## src/rtl/warp_issue_sched.sv

```systemverilog
module warp_issue_sched #(
  parameter int NUM_WARPS    = 8,
  parameter int WARP_THREADS = 32,
  parameter int MAIN_TPC     = 16,
  parameter int SFU_TPC      = 4,
  localparam int WID_W    = $clog2(NUM_WARPS),
  localparam int MAIN_CYC = WARP_THREADS / MAIN_TPC,
  localparam int SFU_CYC  = WARP_THREADS / SFU_TPC,
  localparam int CNT_W    = $clog2(SFU_CYC + MAIN_CYC + 1)
) (
  input  logic                 clk,
  input  logic                 rst_n,
  input  logic [NUM_WARPS-1:0] warp_ready,
  input  logic [NUM_WARPS-1:0] warp_is_sfu,
  output logic                 issue_valid,
  output logic [WID_W-1:0]     issue_warp,
  output logic                 issue_pipe,
  output logic                 main_busy,
  output logic                 main_done,
  output logic [WID_W-1:0]     main_done_warp,
  output logic                 sfu_busy,
  output logic                 sfu_done,
  output logic [WID_W-1:0]     sfu_done_warp
);

  logic [CNT_W-1:0]     m_cnt, s_cnt;
  logic [WID_W-1:0]     m_wid, s_wid, last_q, pick, idx;
  logic [NUM_WARPS-1:0] infl_q, infl_d, elig;
  logic                 found;

  assign main_busy      = m_cnt != '0;
  assign sfu_busy       = s_cnt != '0;
  assign main_done      = m_cnt == CNT_W'(1);
  assign sfu_done       = s_cnt == CNT_W'(1);
  assign main_done_warp = m_wid;
  assign sfu_done_warp  = s_wid;

  for (genvar i = 0; i < NUM_WARPS; i++) begin : g_elig
    assign elig[i] = warp_ready[i] & ~infl_q[i] &
                     (warp_is_sfu[i] ? ~sfu_busy : ~main_busy);
  end

  always_comb begin
    found = 1'b0;
    pick  = '0;
    idx   = '0;
    for (int k = 1; k <= NUM_WARPS; k++) begin
      idx = WID_W'((int'(last_q) + k) % NUM_WARPS);
      if (!found && elig[idx]) begin
        found = 1'b1;
        pick  = idx;
      end
    end
  end

  assign issue_valid = found;
  assign issue_warp  = pick;
  assign issue_pipe  = warp_is_sfu[pick];

  always_comb begin
    infl_d = infl_q;
    if (main_done)   infl_d[m_wid] = 1'b0;
    if (sfu_done)    infl_d[s_wid] = 1'b0;
    if (issue_valid) infl_d[pick]  = 1'b1;
  end

  always_ff @(posedge clk) begin
    if (!rst_n) begin
      m_cnt  <= '0;
      s_cnt  <= '0;
      m_wid  <= '0;
      s_wid  <= '0;
      infl_q <= '0;
      last_q <= WID_W'(NUM_WARPS - 1);
    end else begin
      infl_q <= infl_d;
      if (main_busy) m_cnt <= m_cnt - CNT_W'(1);
      if (sfu_busy)  s_cnt <= s_cnt - CNT_W'(1);
      if (issue_valid) begin
        last_q <= pick;
        if (issue_pipe) begin
          s_cnt <= CNT_W'(SFU_CYC - 1);
          s_wid <= pick;
        end else begin
          m_cnt <= CNT_W'(MAIN_CYC - 1);
          m_wid <= pick;
        end
      end
    end
  end

  AST_MAIN_FREE: assert property (@(posedge clk) disable iff (!rst_n)
    issue_valid && !issue_pipe |-> !main_busy);
  AST_SFU_FREE: assert property (@(posedge clk) disable iff (!rst_n)
    issue_valid && issue_pipe |-> !sfu_busy);
  AST_ISSUE_READY: assert property (@(posedge clk) disable iff (!rst_n)
    issue_valid |-> warp_ready[issue_warp]);
  AST_MAIN_OCC: assert property (@(posedge clk) disable iff (!rst_n)
    issue_valid && !issue_pipe |=> main_busy && main_done && main_done_warp == $past(issue_warp));
  AST_SFU_OCC: assert property (@(posedge clk) disable iff (!rst_n)
    issue_valid && issue_pipe |=> sfu_busy && !sfu_done && sfu_done_warp == $past(issue_warp));
  AST_SFU_END: assert property (@(posedge clk) disable iff (!rst_n)
    $fell(sfu_busy) |-> $past(sfu_done));
  AST_DONE_PULSE: assert property (@(posedge clk) disable iff (!rst_n)
    main_done |=> !main_done);

endmodule

```

## config.mk

```make
export PLATFORM = sky130hd
export DESIGN_NAME = warp_issue_sched
export DESIGN_NICKNAME = d
export VERILOG_FILES = /design/src/rtl/warp_issue_sched.sv
export SDC_FILE = /design/constraint.sdc
export NUM_CORES = 1
export LEC_CHECK = 0
export ABC_AREA = 1
export ABC_CLOCK_PERIOD_IN_PS = 11850
export BUFFER_PORTS_ARGS = -buffer_cell sky130_fd_sc_hd__buf_2
export CORE_UTILIZATION = 45
export DETAILED_ROUTE_END_ITERATION = 10
export GPL_ROUTABILITY_DRIVEN = 0
export PLACE_DENSITY = 0.76
export SKIP_LAST_GASP = 1
export SYNTH_ARGS = -nofsm -noshare
export SYNTH_HDL_FRONTEND = slang
export SYNTH_SLANG_ARGS = --single-unit
```

## constraint.sdc

```tcl
create_clock -name clk -period 11.85 [get_ports clk]
set_clock_uncertainty 0.15 [all_clocks]
set_input_delay 2.37 -clock clk [delete_from_list [all_inputs] [get_ports clk]]
set_output_delay 2.37 -clock clk [all_outputs]
set_load 0.01 [all_outputs]
```

-- Yosys cells after proc, flatten, opt, wreduce, memory -nomap -nowiden
Index checks and enable logic that the tools add are counted.
- equality and inequality tests: 2
- add/subtract/negate cells: 10
- order comparisons: 14
- bitwise gates (word level): 32
- muxes and demuxes: 57
- reduce and logical (&&, ||, !) cells: 21
- operators with widths (kind ; count):
    3-bit by 4-bit < comparator with 1-bit output, second input constant ; 11
    1-bit 2-to-1 mux ; 28
    1-bit binary-select mux with 3-bit select ; 9
    3-bit 2-to-1 mux ; 8
    4-bit 2-to-1 mux ; 6
    8-bit 2-to-1 mux ; 3
    1-bit bitwise AND ; 16
    8-bit bitwise AND ; 2
    8-bit inverter ; 2
    3-bit adder, second input constant ; 4
    1-bit inverter ; 11
    1-bit logical AND ; 10
    1-bit demux with 3-bit select ; 3
    3-bit by 1-bit >= comparator with 1-bit output, second input constant ; 3
    4-bit by 1-bit == test with 1-bit output, second input constant ; 2
    8-bit OR ; 1
    4-bit nonzero test ; 2
    4-bit by 1-bit subtractor with 4-bit output, second input constant ; 2
    1-bit logical NOT ; 7
    3-bit by 1-bit adder with 3-bit output, second input constant ; 2
    3-bit by 2-bit adder with 3-bit output, second input constant ; 2
    2-bit AND reduction ; 2
- bits of input ports: 18
- output and inout port bits: 15
- word-level logic and storage cells: 142
- register bits: 25

-- Logic depth before layout (Yosys ltp)
Gate-level depths: netlist (run 1).
- word-level depth: 34
- gate-level depth with buffers: 26

-- Worst setup path before layout (run 1)
OpenSTA, ideal clock, no wires.
- kind: input -> output
- start point: in warp_is_sfu[0]
- end point: out issue_pipe
- stages: 18
- slack: 5.268 ns
- arrival time: 4.062 ns
- cells stage by stage: inv_1 nand3_1 nand2_1 nand2_1 nand2_1 nand3_1 nand3_2 nand2_4 nand4_4 nor2_8 nand4_4 nand2_2 nor2_1 nor2_4 nand3_1 nand2_2 nand2_4 nand2_4
- longest elaborated chain between the ends: 28
- ends and longest elaborated chain (element ; RTL line ; RTL):
    start, declared ; 14 ; input logic [NUM_WARPS-1:0] warp_is_sfu,
    1-bit 2-to-1 mux * ; 40 ; (warp_is_sfu[i] ? ~sfu_busy : ~main_busy);
    1-bit bitwise AND * ; 39 ; assign elig[i] = warp_ready[i] & ~infl_q[i] &
    1-bit binary-select mux with 3-bit select ; 49 ; if (!found && elig[idx]) begin
    1-bit 2-to-1 mux (not written as such) ; 49 ;
    1-bit 2-to-1 mux ; 49 ;
    1-bit logical NOT ; 49 ;
    1-bit logical AND ; 49 ;
    1-bit 2-to-1 mux ; 49 ;
    [13 not listed] ; n/a ;
    1-bit logical AND ; 49 ;
    1-bit 2-to-1 mux ; 49 ;
    1-bit logical NOT ; 49 ;
    1-bit logical AND ; 49 ;
    3-bit 2-to-1 mux * ; 49 ;
    net issue_warp[1] ; 16 ; output logic [WID_W-1:0] issue_warp,
    1-bit binary-select mux with 3-bit select * ; 58 ; assign issue_pipe = warp_is_sfu[pick];
    1-bit 2-to-1 mux (not written as such) * ; 58 ;
    end, declared ; 17 ; output logic issue_pipe,
The timed path passes the listed nets; every way through them passes the cells marked *. The select of a mux whose other input is x is not followed.

-- Final worst setup path (run 1)
- start point: in warp_is_sfu[0]
- end point: out issue_pipe
- longest elaborated chain between the ends: 28
- ends and longest elaborated chain (element ; RTL line):
    1-bit 2-to-1 mux ; 40
    1-bit bitwise AND ; 39
    1-bit binary-select mux with 3-bit select ; 49
    1-bit 2-to-1 mux (not written as such) ; 49
    1-bit 2-to-1 mux ; 49
    1-bit logical NOT ; 49
    1-bit logical AND ; 49
    1-bit 2-to-1 mux ; 49
    [12 not listed] ; n/a
    1-bit logical NOT ; 49
    1-bit logical AND ; 49
    1-bit 2-to-1 mux ; 49
    1-bit logical NOT ; 49
    1-bit logical AND ; 49
    3-bit 2-to-1 mux ; 49
    1-bit binary-select mux with 3-bit select * ; 58
    1-bit 2-to-1 mux (not written as such) * ; 58
Mark *: on every way between the ends. The rest lies on a longest branch, timed or not. The select of a mux whose other input is x is not followed.

==> qor.yml, run 1 <==
cp.arrival_ns: 4.74
synth_edf_count: 0
clk_path_buf_depth: 2
cts_resized: 0
fmax_mhz: 138
h-tree-depth: 1
cap_violations: 0
io_pins: 33
synth_commonest_cells: "nand2_1 (80), nand3_1 (62), inv_1 (46)"
die_height_um: 77.3
areaGrowthSynthToFinish_pct: 8.29
grt_pass1_vias: 2397
fp.dieW_um: 77.3
end_kind: "primary output"
yosys-top-cells-area: "dfxtp_1 (20%), nand3_1 (12%), nand2_1 (12%)"
yosysMostFrequentCell: "nand2_1"
dp_hpwl_um: 5420
postCtsSetupBuffers: 0
cp_max_fo: 6
vias: 2704
synth-seq-cells: 25
status: "completed"
grt_usage_pct: 24.1
min_path_type: "flip-flop to flip-flop"
yosys.area.top_type_share_pct: 19.6
drt_first_pass_iters: 5
hold_start: "infl_q[0]$_SDFF_PN0_"
numCtsBuffers: 3
cts_tree: "done"
yosysSeqAreaShare_pct: 19.6
n_antenna_cell: 0
max_slew.worst_pin.slew_ns: 0.717
clock-sinks: 25
critical_path_class: "primary input to primary output"
ant_nets: 0
drc: 0
drive_gt1_share_pct: 22.6
synth_cell_types: 33
num_rows: 27
clock_latency_ns: 0.27
ys.flop_type: "dfxtp_1"
finalNonFillerCells: 479
final_util_pct: 50.5
ctsHoldBuffers: 0
yosysWarnings: 0
synth.avg_cell_area_um2: 6.64
vias_per_cell: 5.65
period_share_pct: 61.3
async_reset_ff_share_pct: 0
grt_max_degree: 18
clk_pin_slew_worst_paths_ns: 0.09
synth.cell_area_um2: 2550
r2r-start: "last_q[0]$_SDFFE_PN1N_"
critPathLaunchType: "primary input"
maxSlewViolCount: 0
cp.required_ns: 9.33
core-area_um2: 5470
start_util_pct: 46.6
die_area_um2: 5970
hold_viol_final: 0
syn-num-nets: 410
rsz0062_at_grt: "no"
fin_tns_setup_ns: 0
fin_nets: 434
routedWlPerCell_um: 14.4
setup_viol_count_final: 0
grt_pass1_wl_um: 11500
grt_overflow: 0
slew_headroom_pct: 52.1
antenna_found_initial: 0
wirelength_um: 6890
postSynthCellCount: 384
initialDrtViolationCount: 301
fin_crit_ns: 7.26
holdWs_ns: 0.338
portBuffers: 32
cts-root-buf: "clkbuf_8"
dp_cells: 475
critPathLaunch: "warp_is_sfu[0]"
synth_area_leader_cell: "dfxtp_1"
through the flow:
| stage | area (um2) | setup slack, ns |
|---|---|---|
| 2_1_floorplan | 2550 | 5.27 |
| 3_3_place_gp | 2710 | 4.71 |
| 3_5_place_dp | 2710 | 4.66 |
| 4_1_cts | 2760 | 4.65 |
| 5_1_grt | 2760 | 4.38 |
| 6_report | 2760 | 4.59 |
registers in the layout, indices dropped and copies added, names as in the netlist:
register / cells
m_cnt: 4
infl_q: 8
main_done_warp: 3
sfu_done_warp: 3
s_cnt: 4
last_q: 3
critical path: stages:
cell,delay [ns]
buf_2,0.12
inv_1,0.05
nand3_1,0.10
nand2_1,0.11
nand2_1,0.09
nand2_1,0.07
nand3_1,0.15
a21oi_1,0.08
nor2_1,0.31
inv_1,0.17
nand3_2,0.15
nand4_1,0.12
nand2_1,0.10
nand2_2,0.12
inv_1,0.19
nand3_2,0.17
nand2_4,0.13
buf_2,0.14
layout by cell type (no fill, tap or decap), types with 2 or more instances in the layout:
| cell type | netlist | final |
|---|---|---|
| a21oi_1 | 13 | 13 |
| buf_2 | 7 | 32 |
| clkbuf_8 | 0 | 3 |
| dfxtp_1 | 25 | 25 |
| ha_1 | 8 | 8 |
| inv_1 | 46 | 46 |
| inv_2 | 3 | 3 |
| nand2_1 | 80 | 80 |
| nand2_2 | 16 | 16 |
| nand2_4 | 7 | 7 |
| nand3_1 | 62 | 62 |
| nand3_2 | 15 | 15 |
| nand3_4 | 2 | 2 |
| nand4_1 | 27 | 27 |
| nand4_4 | 2 | 2 |
| nor2_1 | 26 | 26 |
| nor2_2 | 2 | 2 |
| nor2_4 | 3 | 3 |
| nor3_1 | 6 | 6 |
| o211ai_1 | 8 | 8 |
| o21ai_2 | 2 | 2 |
| o311ai_0 | 2 | 2 |
| xnor2_1 | 5 | 5 |
| xor2_1 | 4 | 4 |
cell type report:
| type | instances | area [um2] |
|---|---|---|
| fillers | 557 | 2710 |
| multi-input cells | 297 | 1780 |
| flip-flops and latches | 25 | 500 |
| inverters | 49 | 184 |
| repair buffers | 32 | 160 |
| well taps | 72 | 90.1 |
| clock buffers | 3 | 41.3 |
| clock inverters | 1 | 8.76 |
metal layers:
metal	vias to the layer above	part of all wire (%)	track usage (%)
met5	-	0	0
met4	0	1.3	6.23
met3	8	9.0	3.45
met2	135	43	36.5
met1	1220	47	35.2
li1	1341	-	-
final timing paths:
| path | endpoint | slack (ns) | cells after the start |
|---|---|---|---|
| min | infl_q[0]$_SDFF_PN0_ | 0.34 | 2 |
| max | issue_pipe | 4.59 | 18 |
| min reg2reg | infl_q[0]$_SDFF_PN0_ | 0.34 | 2 |
| max reg2reg | sfu_done_warp[0]$_SDFFE_PN0P_ | 7.71 | 17 |
cell families (layout without fill, tap and decap cells):
group | count (synthesis) | in the layout | share of synthesized area, %
adders and majority gates | 8 | 8 | 3.92
buffers and inverters | 62 | 85 | 10.7
AOI/OAI and AO/OA | 29 | 29 | 7.55
and+or+nand+nor | 251 | 251 | 55.1
DFF | 25 | 25 | 19.6
xor gates and xnor gates | 9 | 9 | 3.09
Power of run 1 is not shown: default switching activity piles up to over one toggle a cycle in this logic, so the estimate is an artifact.
==> run 2, diff against run 1 <==
--- a/config.mk
+++ b/config.mk
@@ -6,12 +6,12 @@
 export NUM_CORES = 1
 export LEC_CHECK = 0
 export ABC_AREA = 1
-export ABC_CLOCK_PERIOD_IN_PS = 11850
+export ABC_CLOCK_PERIOD_IN_PS = 6600
 export BUFFER_PORTS_ARGS = -buffer_cell sky130_fd_sc_hd__buf_2
 export CORE_UTILIZATION = 45
 export DETAILED_ROUTE_END_ITERATION = 10
 export GPL_ROUTABILITY_DRIVEN = 0
-export PLACE_DENSITY = 0.76
+export PLACE_DENSITY = 0.78
 export SKIP_LAST_GASP = 1
 export SYNTH_ARGS = -nofsm -noshare
 export SYNTH_HDL_FRONTEND = slang
==> constraint.sdc (replaced) <==
create_clock -name clk -period 6.6 [get_ports clk]
set_clock_uncertainty 0.15 [all_clocks]
set_input_delay 1.32 -clock clk [delete_from_list [all_inputs] [get_ports clk]]
set_output_delay 1.32 -clock clk [all_outputs]
set_load 0.01 [all_outputs]
==> qor.yml, run 2 (same netlist as run 1, synthesis figures left out) <==
min_path_type: "flip-flop to flip-flop"
hold_viol_final: 0
ant_nets: 0
cp_max_fo: 17
fin_tns_setup_ns: 0
slew_headroom_pct: 51.2
rsz0062_at_grt: "no"
top_regs: "infl_q (8), m_cnt (4), s_cnt (4)"
io_pins: 33
vias: 2759
r2r-end: "sfu_done_warp[1]$_SDFFE_PN0P_"
layout_common_cells: "nand2_1 (80), nand3_1 (62), inv_1 (46)"
r2r_cells: 19
clk_path_buf_depth: 2
r2r-start: "last_q[0]$_SDFFE_PN1N_"
cts-root-buf: "clkbuf_8"
numCtsBuffers: 3
path_cells: "inv_2, ha_1, inv_1, nand3_1, nand3_2, nand2_4, nand4_4, nor2_8, nand4_4, nand2_2, nor2_1, nor2_4, nand3_1, nand2_2, nand2_4, nand2_4, buf_2"
holdWs_ns: 0.343
grt_overflow: 0
start_util_pct: 46.6
n_antenna_cell: 0
clk_pin_slew_worst_paths_ns: 0.09
initialDrtViolationCount: 344
clock_latency_ns: 0.27
whs_path_depth: 2
cts_resized: 0
grt_max_degree: 18
top_register: "infl_q"
largest_reg_flops: 8
fillCellCount: 567
maxSlewViolCount: 0
dp_hpwl_um: 5540
vias_per_cell: 5.76
drc: 0
fin_nets: 434
critPathLaunchType: "flip-flop"
fmax_mhz: 183
cts_tree: "done"
h-tree-depth: 1
portBuffers: 32
crit_slowest_cell: "dfxtp_1"
antenna_found_initial: 0
r2r_slack_ns: 2.53
fp.dieW_um: 77.3
status: "completed"
setup_viol_count_final: 0
die_area_um2: 5970
mostFrequentLayoutCell: "nand2_1"
cp.required_ns: 5.13
grt_pass1_wl_um: 11600
cp.arrival_ns: 3.99
max_stage_delay_ns: 0.80
core-area_um2: 5470
critPathBufInv: 3
die_height_um: 77.3
routedWlPerCell_um: 14.6
postCtsSetupBuffers: 0
cap_violations: 0
fin_crit_ns: 5.46
wirelength_um: 6980
ctsHoldBuffers: 0
grt_pass1_vias: 2399
drt_first_pass_iters: 5
period_share_pct: 82.8
end_kind: "primary output"
critical_path_class: "flip-flop to primary output"
clock-sinks: 25
num_rows: 27
grt_usage_pct: 24.1
drive_gt1_share_pct: 22.6
cpMostUsedCell: "nand2_4"
max_slew.worst_pin.slew_ns: 0.730
cp_top_family: "simple AND/OR/NAND/NOR gates"
hold_start: "infl_q[1]$_SDFF_PN0_"
hold_end: "infl_q[1]$_SDFF_PN0_"
areaGrowthSynthToFinish_pct: 8.24
run 2: cell count changes in the layout (fill, tap and decap cells not counted), sizes merged:
cell	previous run	this run
inv	50	49
clkinvlp	0	1
run 2: how the worst max path moves through the flow:
stage | startpoint | cells after the start | endpoint | slack [ns]
3_5_place_dp | last_q[0]$_SDFFE_PN1N_ | 17 | issue_pipe | 1.53
3_3_place_gp | last_q[0]$_SDFFE_PN1N_ | 17 | issue_pipe | 1.55
4_1_cts | last_q[0]$_SDFFE_PN1N_ | 17 | issue_pipe | 1.22
2_1_floorplan | warp_is_sfu[0] | 18 | issue_pipe | 2.12
5_1_grt | last_q[0]$_SDFFE_PN1N_ | 15 | issue_pipe | 0.88
6_report | last_q[0]$_SDFFE_PN1N_ | 17 | issue_pipe | 1.14
run 2: area by class of cell:
class,count,area [um2],share of cell area [%]
clock buffers,3,41.3,1.50
flip-flops and latches,25,500,18.1
well taps,72,90.1,3.26
clock inverters,1,7.51,0.272
repair buffers,32,160,5.80
multi-input cells,297,1780,64.4
inverters,49,184,6.66
run 2: metal layers:
metal	track usage, %	share of wire, %	up-vias
met3	3.10	7.1	8
met2	38.8	46	146
met5	0	0	-
met4	4.15	0.73	0
li1	-	-	1338
met1	34.4	46	1267
run 2: through the flow:
stage | setup slack, ns | instances | utilization, % | cell area, um2
after CTS | 1.22 | 479 | 50.5 | 2760
final | 1.14 | 479 | 50.5 | 2760
after detailed placement | 1.53 | 475 | 49.6 | 2710
after global placement | 1.55 | 475 | 49.6 | 2710
after floorplan | 2.12 | 384 | - | 2550
after global routing | 0.878 | 479 | 50.5 | 2760
run 2: worst register-to-register path: stages (launching register included):
cell,delay (ns)
dfxtp_1,0.80
inv_2,0.33
ha_1,0.57
inv_1,0.23
nand3_1,0.17
nand3_2,0.13
nand2_4,0.13
nand4_4,0.12
nor2_8,0.17
nand4_4,0.14
nand2_2,0.11
nor2_1,0.06
nor2_4,0.21
nand3_1,0.13
nand2_2,0.11
nand2_4,0.08
nand2_4,0.09
nand2_4,0.10
nand3_2,0.09
nand2_1,0.05
Power of run 2 is left out for the same reason.
